**config.mk**
```make
export PLATFORM = sky130hd
export DESIGN_NAME = alc_gain_seq
export DESIGN_NICKNAME = d
export VERILOG_FILES = /design/src/rtl/alc_seq_pkg.sv /design/src/rtl/alc_cfg_hold.sv /design/src/rtl/alc_lim_ctrl.sv /design/src/rtl/alc_wait_timer.sv /design/src/rtl/alc_gain_reg.sv /design/src/rtl/alc_gain_seq.sv
export SDC_FILE = /design/constraint.sdc
export NUM_CORES = 1
export LEC_CHECK = 0
export ABC_AREA = 1
export BUFFER_PORTS_ARGS = -buffer_cell sky130_fd_sc_hd__buf_2
export CAP_MARGIN = 10
export CORE_AREA = 2 2 79 81
export DETAILED_ROUTE_END_ITERATION = 10
export DIE_AREA = 0 0 81 83
export GPL_TIMING_DRIVEN = 0
export PLACE_DENSITY = 0.78
export SLEW_MARGIN = 20
export SYNTH_ARGS = -nofsm -noshare
export SYNTH_HDL_FRONTEND = slang
export SYNTH_HIERARCHICAL = 1
export SYNTH_SLANG_ARGS = --single-unit
export TNS_END_PERCENT = 10
```
**constraint.sdc**
```tcl
create_clock -name clk -period 6.6 [get_ports clk]
set_input_delay 1.32 -clock clk [delete_from_list [all_inputs] [get_ports clk]]
set_output_delay 1.32 -clock clk [all_outputs]
set_load 0.02 [all_outputs]
```
**src/rtl/alc_seq_pkg.sv**
```systemverilog
package alc_seq_pkg;
  localparam int GAIN_W = 7;

  typedef enum logic [1:0] {
    PH_OFF  = 2'b00,
    PH_RUN  = 2'b01,
    PH_PEND = 2'b10
  } phase_e;

  typedef struct packed {
    logic [1:0]        lim_sel;
    logic              rec_sel;
    logic [GAIN_W-1:0] ceil;
    logic [1:0]        wait_sel;
    logic              zc_mode;
    logic [1:0]        tmo_sel;
  } cfg_t;

  // Window length in samples: base doubled per select step.
  function automatic int unsigned span(input int unsigned base, input logic [1:0] sel);
    return base << sel;
  endfunction

  // Saturating reduction by sel+1 codes.
  function automatic logic [GAIN_W-1:0] lim_down(input logic [GAIN_W-1:0] g,
                                                 input logic [1:0] sel);
    logic [GAIN_W:0] amt;
    amt = {{(GAIN_W-1){1'b0}}, sel} + 1'b1;
    if ({1'b0, g} <= amt) return '0;
    return g - amt[GAIN_W-1:0];
  endfunction

  // Raise by 1 or 2 codes, clamped at the ceiling, hold at or above it.
  function automatic logic [GAIN_W-1:0] up_clamp(input logic [GAIN_W-1:0] g,
                                                 input logic rsel,
                                                 input logic [GAIN_W-1:0] ceil);
    logic [GAIN_W:0] s;
    s = {1'b0, g} + {{(GAIN_W-1){1'b0}}, rsel, ~rsel};
    if (g >= ceil) return g;
    if (s > {1'b0, ceil}) return ceil;
    return s[GAIN_W-1:0];
  endfunction
endpackage

```
**src/rtl/alc_cfg_hold.sv**
```systemverilog
module alc_cfg_hold
  import alc_seq_pkg::*;
(
  input  logic clk,
  input  logic rst_n,
  input  logic en,
  input  cfg_t cfg_in,
  output cfg_t cfg_q
);
  always_ff @(posedge clk or negedge rst_n) begin
    if (!rst_n)   cfg_q <= '0;
    else if (!en) cfg_q <= cfg_in;
  end
endmodule

```
**src/rtl/alc_lim_ctrl.sv**
```systemverilog
module alc_lim_ctrl
  import alc_seq_pkg::*;
#(
  parameter int unsigned TMO_BASE = 128
) (
  input  logic       clk,
  input  logic       rst_n,
  input  logic       en,
  input  logic       act,
  input  logic       over,
  input  logic       zc,
  input  logic       zc_mode,
  input  logic [1:0] tmo_sel,
  output logic       lim_fire,
  output logic       pend,
  output logic       busy
);
  localparam int CW = $clog2(TMO_BASE * 8);

  logic          pend_q;
  logic [CW-1:0] tcnt;
  logic          tmo_end;

  assign tmo_end = (tcnt == CW'(span(TMO_BASE, tmo_sel) - 1));
  assign pend    = pend_q;
  assign busy    = act & (over | pend_q);

  always_comb begin
    lim_fire = 1'b0;
    if (act) begin
      if (!zc_mode)    lim_fire = over;
      else if (pend_q) lim_fire = zc | tmo_end;
    end
  end

  always_ff @(posedge clk or negedge rst_n) begin
    if (!rst_n) begin
      pend_q <= 1'b0;
      tcnt   <= '0;
    end else if (!en) begin
      pend_q <= 1'b0;
      tcnt   <= '0;
    end else if (act && zc_mode) begin
      if (pend_q) begin
        if (zc || tmo_end) begin
          pend_q <= 1'b0;
          tcnt   <= '0;
        end else begin
          tcnt <= tcnt + 1'b1;
        end
      end else if (over) begin
        pend_q <= 1'b1;
        tcnt   <= '0;
      end
    end
  end
endmodule

```
**src/rtl/alc_wait_timer.sv**
```systemverilog
module alc_wait_timer
  import alc_seq_pkg::*;
#(
  parameter int unsigned WAIT_BASE = 128
) (
  input  logic       clk,
  input  logic       rst_n,
  input  logic       en,
  input  logic       act,
  input  logic       low,
  input  logic       busy,
  input  logic [1:0] wait_sel,
  output logic       rec_fire
);
  localparam int CW = $clog2(WAIT_BASE * 8);

  logic [CW-1:0] wcnt;
  logic          wend;

  assign wend     = (wcnt == CW'(span(WAIT_BASE, wait_sel) - 1));
  assign rec_fire = act & low & ~busy & wend;

  always_ff @(posedge clk or negedge rst_n) begin
    if (!rst_n)                wcnt <= '0;
    else if (!en)              wcnt <= '0;
    else if (act) begin
      if (busy || !low)        wcnt <= '0;
      else if (wend)           wcnt <= '0;
      else                     wcnt <= wcnt + 1'b1;
    end
  end
endmodule

```
**src/rtl/alc_gain_reg.sv**
```systemverilog
module alc_gain_reg
  import alc_seq_pkg::*;
#(
  parameter logic [GAIN_W-1:0] RST_GAIN = 7'd64
) (
  input  logic              clk,
  input  logic              rst_n,
  input  logic              lim_fire,
  input  logic              rec_fire,
  input  logic [1:0]        lim_sel,
  input  logic              rec_sel,
  input  logic [GAIN_W-1:0] ceil,
  output logic [GAIN_W-1:0] gain
);
  always_ff @(posedge clk or negedge rst_n) begin
    if (!rst_n)        gain <= RST_GAIN;
    else if (lim_fire) gain <= lim_down(gain, lim_sel);
    else if (rec_fire) gain <= up_clamp(gain, rec_sel, ceil);
  end
endmodule

```
**src/rtl/alc_gain_seq.sv**
```systemverilog
module alc_gain_seq
  import alc_seq_pkg::*;
#(
  parameter int unsigned       WAIT_BASE = 128,
  parameter int unsigned       TMO_BASE  = 128,
  parameter logic [GAIN_W-1:0] RST_GAIN  = 7'd64
) (
  input  logic              clk,
  input  logic              rst_n,
  input  logic              fs_tick,
  input  logic              alc_en,
  input  logic              lvl_over,
  input  logic              lvl_low,
  input  logic              zc_det,
  input  logic [1:0]        lim_sel,
  input  logic              rec_sel,
  input  logic [GAIN_W-1:0] ceil_gain,
  input  logic [1:0]        wait_sel,
  input  logic              zc_mode,
  input  logic [1:0]        tmo_sel,
  output logic [GAIN_W-1:0] gain,
  output logic [1:0]        phase
);
  cfg_t cfg_in, cfg_q;
  logic act, lim_fire, rec_fire, pend, busy;
  logic [GAIN_W-1:0] ceil_q;

  assign cfg_in = '{lim_sel: lim_sel, rec_sel: rec_sel, ceil: ceil_gain,
                    wait_sel: wait_sel, zc_mode: zc_mode, tmo_sel: tmo_sel};
  assign act    = fs_tick & alc_en;
  assign ceil_q = cfg_q.ceil;

  alc_cfg_hold u_cfg (
    .clk(clk), .rst_n(rst_n), .en(alc_en), .cfg_in(cfg_in), .cfg_q(cfg_q)
  );

  alc_lim_ctrl #(.TMO_BASE(TMO_BASE)) u_lim (
    .clk(clk), .rst_n(rst_n), .en(alc_en), .act(act), .over(lvl_over),
    .zc(zc_det), .zc_mode(cfg_q.zc_mode), .tmo_sel(cfg_q.tmo_sel),
    .lim_fire(lim_fire), .pend(pend), .busy(busy)
  );

  alc_wait_timer #(.WAIT_BASE(WAIT_BASE)) u_wait (
    .clk(clk), .rst_n(rst_n), .en(alc_en), .act(act), .low(lvl_low),
    .busy(busy), .wait_sel(cfg_q.wait_sel), .rec_fire(rec_fire)
  );

  alc_gain_reg #(.RST_GAIN(RST_GAIN)) u_gain (
    .clk(clk), .rst_n(rst_n), .lim_fire(lim_fire), .rec_fire(rec_fire),
    .lim_sel(cfg_q.lim_sel), .rec_sel(cfg_q.rec_sel), .ceil(cfg_q.ceil),
    .gain(gain)
  );

  always_comb begin
    if (!alc_en)   phase = PH_OFF;
    else if (pend) phase = PH_PEND;
    else           phase = PH_RUN;
  end
endmodule

```
==> metrics.txt, run 1 <==
Least-Margin Pin Slew=564 ps; ratio of total power to cell area=293 mW/mm^2; worst slack on hold paths=489 ps; remaining global-route overflow=0; die outline area=0.00672 sq mm; synthesized net count=502; chip width=81 um; average cell area after synthesis=7.42 sq um; HPWL after DPL=5.28 mm; worst setup slack after placement=between 3000 and 4000 ps; NumNets Final=539; total DRC errors in the routed layout=0; synthesis-stage register bit count=43; max frequency=0.319 GHz; area of the mapped netlist=0.00338 sq mm; most used cells in the layout excluding fill and tap cells=159 x nand2_1, 55 x inv_1, 42 x dfrtp_1; count of synthesis-stage warnings from yosys=6; final sum of negative setup slack=0 ps; vertical die dimension=approximately 83 um; Gate Count Post-Synth=456; DR vias=2944; CTS tree=built; CTS-repair resized insts=0; number of H-tree levels=2; wire length of the first global-routing pass=~12 mm; most common library cell in the layout ignoring fill and taps=nand2_1; buffer levels on the longest clock path=2; Antenna Violating Nets Remaining=0; number of sinks driven by the clock tree=43; unrepaired setup endpoints after global routing=false; hold crit path type=flip-flop to flip-flop; number of hold buffers added after cts=0; total clock buffers created by CTS=5; Static Leak=0.00198 uW; Setup-failing EPs final=0; number of antenna diodes=0; signed area change from the synthesized netlist to the final layout=10.1%; via count of the first global-routing pass=2880; type of the setup path with the least slack=input pin to output pin; Post-CTS Repair Setup Buffers=0; minimum period implied by the final worst setup slack=around 3100 ps; share of the yosys chip area belonging to registers=31.8%; First-pass DRT Iterations=4; total number of placement rows=28; port buffer count=30; total routing usage reported by global routing=22.7%; global placer's final weighted congestion=approximately 0.84; initial antenna violation count=0; Max-Slew Margin vs Limit=62.4%; Wirelength per Cell=11.9 um; Initial DRC Count=114; initial standard-cell utilization of the core=58.2%; clock-pin slew on the worst setup and hold paths=90 ps; status=complete, no violations; minimum setup slack in the final design=3470 ps; maximum clock skew at final layout=around 10 ps; Fin. Hold Viols=0; pin count of the biggest net entering global routing=44; latest clock arrival within the worst-skew pair=310 ps; I/O Pins=31; VDD IR-drop max=between 200 and 250 uV; synth unique cells=42; final worst path period share=47.4%; ratio of routed vias to standard cells=5.17; area inside the core boundary=0.00582 sq mm; Critical Path Fanout Max=10; share of final-layout standard cells stronger than drive strength 1=20.6%; Clock Tree Root=clkbuf_8; worst endpoint required time=5280 ps; startpoint kind of the worst setup timing path=input pin; Total Wirelength=6.78 mm; Critical Path AT=1810 ps; Critical Path Sink Type=output pin; max-capacitance violation count=0; max-slew violations=0
## per-layer routing
layer	global-route usage (%)	up-vias	wire length, um	share of wire, %
li1	-	1514	-	-
met1	28.7	1374	3070	45
met2	38.9	43	3360	50
met3	3.15	13	176	2.6
met4	8.17	0	171	2.5
met5	0	-	0	0
## synth_stat cells, drive strengths merged
master	instances	share of area (%)
nand2	177	22
inv	60	6.8
dfrtp	42	31
nand3	39	7.2
nor2	33	4.4
ha	22	8.1
o21ai	19	3.6
a21oi	15	2.4
xor2	10	2.6
buf	8	2.7
nor3	8	2.1
nand4	5	1.1
xnor2	3	0.78
and3	2	0.41
fa	2	1.2
o21a	2	0.44
o21bai	2	0.44
a22oi	1	0.37
clkinv	1	0.26
dfstp	1	0.78
nor2b	1	0.41
o211ai	1	0.22
o22ai	1	0.19
or2	1	0.19
## worst paths after layout
path	start	end	slack, ps	cells after the start
worst max register to register	u_cfg/cfg_q[12]	u_gain/gain[3]	3630	18
worst min-delay path	u_cfg/cfg_q[7]	u_cfg/cfg_q[7]	490	2
max in group asynchronous	rst_n	u_gain/gain[6]	5210	1
min in group asynchronous	rst_n	u_cfg/cfg_q[0]	1000	1
worst min register to register	u_cfg/cfg_q[7]	u_cfg/cfg_q[7]	490	2
worst max-delay path	alc_en	phase[0]	3470	4
## worst max-delay path: stages
cell and delay (ps):
buf_2 190, inv_1 70, nor2_2 70, buf_2 160
## cells by family after synthesis
kind of cell	Yosys count	share of synthesized area [%]
AOI/OAI and AO/OA	41	7.69
xor gates and xnor gates	13	3.37
adders and majority gates	24	9.32
buffers and inverters	69	9.76
DFF	43	31.8
and+or+nand+nor	266	38.0
## through the flow
step / power, uW / cells / util [%] / cell area, sq um
global placement: 898 / 561 / 62.4 / 3630
global route: 1200 / 569 / 64.0 / 3720
floorplan: 786 / 456 / - / 3380
detailed placement: 922 / 561 / 62.4 / 3630
finish: 1090 / 569 / 64.0 / 3720
CTS: 1100 / 569 / 64.0 / 3720
## power breakdown
part           switching (uW)  total, uW  internal, uW
Sequential               47.0        340           293
Combinational             352        577           225
Clock                    98.7        174          75.7
## flip-flops by register name (all words and copies together), names as in the netlist
register,count
u_cfg/cfg_q,15
u_lim/tcnt,10
u_wait/wcnt,10
u_gain/gain,7
u_lim/pend,1
## area by class of cell
| class | instances | area, sq um |
|---|---|---|
| clock inverter | 3 | 25.0 |
| fill | 523 | 2090 |
| tap | 75 | 93.8 |
| sequential | 43 | 1080 |
| clock buffer | 5 | 68.8 |
| buffer | 8 | 91.3 |
| timing repair buffer | 30 | 153 |
| multi-input combinational | 344 | 1980 |
| inverter | 61 | 239 |
Note: power is estimated with default switching activity, not from simulation.
==> run 2: changes to the inputs <==
Clock period 6.6 ns to 3.2 ns, I/O delays scaled along.
==> metrics.txt, run 2 (synthesis gave the netlist of run 1 again) <==
status=complete, no violations; Critical Path Sink Type=flip-flop; global placer's final weighted congestion=0.844 (unchanged); Clock power frac=15.9% (about the same); Biggest register=u_cfg/cfg_q; Fin. Hold Viols=0 (unchanged); NumNets Final=539 (unchanged); latest clock arrival within the worst-skew pair=300 ps (about the same); buffer levels on the longest clock path=2 (unchanged); flip-flop count of the largest register, all copies and words added=15 (unchanged); worst slack on hold paths=318 ps (-171 ps); via count of the first global-routing pass=2880 (unchanged); Total Wirelength=6.80 mm (+0.24%); total number of placement rows=28 (unchanged); number of hold buffers added after cts=0 (unchanged); hold crit path type=input pin to asynchronous set/reset pin; Wirelength per Cell=11.9 um (+0.24%); number of antenna diodes=0 (unchanged); final worst path period share=91.2%; area inside the core boundary=0.00582 sq mm (unchanged); total DRC errors in the routed layout=0 (unchanged); Critical Path AT=3120 ps (+1310 ps); remaining global-route overflow=0 (unchanged); Critical Path Fanout Max=8 (-2); number of H-tree levels=2 (unchanged); most used cells in the layout excluding fill and tap cells=159 x nand2_1, 55 x inv_1, 41 x dfrtp_1; Critical Path Max Stage Delay=430 ps (+240 ps); VDD IR-drop max=492 uV (+110%); port buffer count=30 (unchanged); Post-CTS Repair Setup Buffers=0 (unchanged); top flop regs=u_cfg/cfg_q: 15 flops, u_lim/tcnt: 10 flops, u_wait/wcnt: 10 flops; CTS tree=built; internal power summed over all cells=1230 uW (+110%); R2R cell count=18 (unchanged); clock-pin slew on the worst setup and hold paths=90 ps (about the same); Least-Margin Pin Slew=559 ps (-4.54 ps); signed area change from the synthesized netlist to the final layout=10.1% (about the same); unrepaired setup endpoints after global routing=false; sequential share of power=31.2% (about the same); HPWL after DPL=5.28 mm (unchanged); Static Leak=0.00198 uW (about the same); max-capacitance violation count=0 (unchanged); share of final-layout standard cells stronger than drive strength 1=20.9% (+0.20 points); Max-Slew Margin vs Limit=62.7% (+0.30 points); critical-path cell with the highest stage delay=dfrtp_2; cell-by-cell listing of the critical path=inv_1 > ha_1 > fa_1 > nand2_1 > nor2_1 > inv_1 > o21ai_0 > o21ai_0 > inv_1 > ha_1 > and3_2 > nand3_2 > nand2_4 > nand2_1 > nand3_1 > nand2_1 > nand2_1 > nand2_1; initial standard-cell utilization of the core=58.2% (unchanged); final sum of negative setup slack=0 ps (unchanged); cell occurring most often along the worst timing path=nand2_1; wire length of the first global-routing pass=12.4 mm (unchanged); power share of the combinational group=52.8% (about the same); initial antenna violation count=0 (unchanged); maximum clock skew at final layout=8.62 ps (-1.40 ps); type of the setup path with the least slack=flip-flop to flip-flop; Clock Tree Root=clkbuf_8; Setup-failing EPs final=0 (unchanged); Sw Ratio=45.5% (-0.051 points); DR vias=2925 (-0.65%); most common library cell in the layout ignoring fill and taps=nand2_1; First-pass DRT Iterations=4 (unchanged); total clock buffers created by CTS=5 (unchanged); CTS-repair resized insts=0 (unchanged); chip width=81 um (unchanged); ratio of routed vias to standard cells=5.14 (-0.65%); max-slew violations=0 (unchanged); number of sinks driven by the clock tree=43 (unchanged); minimum period implied by the final worst setup slack=roughly 3000 ps; Antenna Violating Nets Remaining=0 (unchanged); startpoint kind of the worst setup timing path=flip-flop; ratio of total power to cell area=604 mW/mm^2 (+110%); total routing usage reported by global routing=22.7% (unchanged); vertical die dimension=83 um (unchanged); max frequency=0.343 GHz; pin count of the biggest net entering global routing=44 (unchanged); switching pwr=1020 uW (+110%); I/O Pins=31 (unchanged); worst endpoint required time=3400 ps (-1880 ps); die outline area=0.00672 sq mm (unchanged); Initial DRC Count=113 (-0.88%)
run 2: cell count changes in the layout (fill, tap and decap cells not counted):
cell,change
dfrtp_1,-1
dfrtp_2,+1
run 2: worst paths after layout:
path	startpoint	to	slack, ps
min in group clk	u_cfg/cfg_q[7]	u_cfg/cfg_q[7]	490
max in group asynchronous	rst_n	u_cfg/cfg_q[12]	2490
setup reg to reg	u_cfg/cfg_q[12]	u_gain/gain[3]	280
setup / recovery	u_cfg/cfg_q[12]	u_gain/gain[3]	280
hold reg to reg	u_cfg/cfg_q[7]	u_cfg/cfg_q[7]	490
hold / removal	rst_n	u_cfg/cfg_q[0]	320
run 2: per-stage QoR:
stage	setup WS [ps]	total power, uW	std cells	utilization [%]	instance area [sq um]
floorplan	598	1620	456	-	3380
global placement	338	1850	561	62.4	3630
detailed placement	264	1900	561	62.4	3630
CTS	238	2260	569	64.0	3720
global route	38.0	2470	569	64.0	3720
finish	281	2250	569	64.0	3720
run 2: layer usage:
layer  global-route usage (%)  vias to the layer above  wire length (um)
li1                         -                     1514                 -
met2                     38.9                       39              3400
met4                     8.17                        0               171
met1                     28.7                     1359              3020
met5                        0                        -                 0
met3                     3.15                       13               211
run 2: worst max-delay path: cells and delay by family (launching register included):
family | cells | cell delay, ps
simple gates | 10 | 1070
fa+ha+maj | 3 | 920
flops | 1 | 430
buf+inv | 3 | 210
compound gates | 2 | 190
run 2: area by class of cell:
cell class                      count  area [sq um]
Sequential cell                    43          1080
Tap cell                           75          93.8
Buffer                              8          91.3
Clock buffer                        5          68.8
Multi-Input combinational cell    344          1980
Timing Repair Buffer               30           153
Inverter                           61           239
Clock inverter                      3          25.0
Fill cell                         522          2090
run 2: power groups by stage:
| stage | combinational (uW) | sequential [uW] | clock [uW] |
|---|---|---|---|
| global placement | 1140 | 710 | 0 |
| detailed placement | 1190 | 714 | 0 |
| finish | 1190 | 703 | 358 |
| CTS | 1190 | 702 | 371 |
| floorplan | 884 | 737 | 0 |
| global route | 1360 | 715 | 396 |
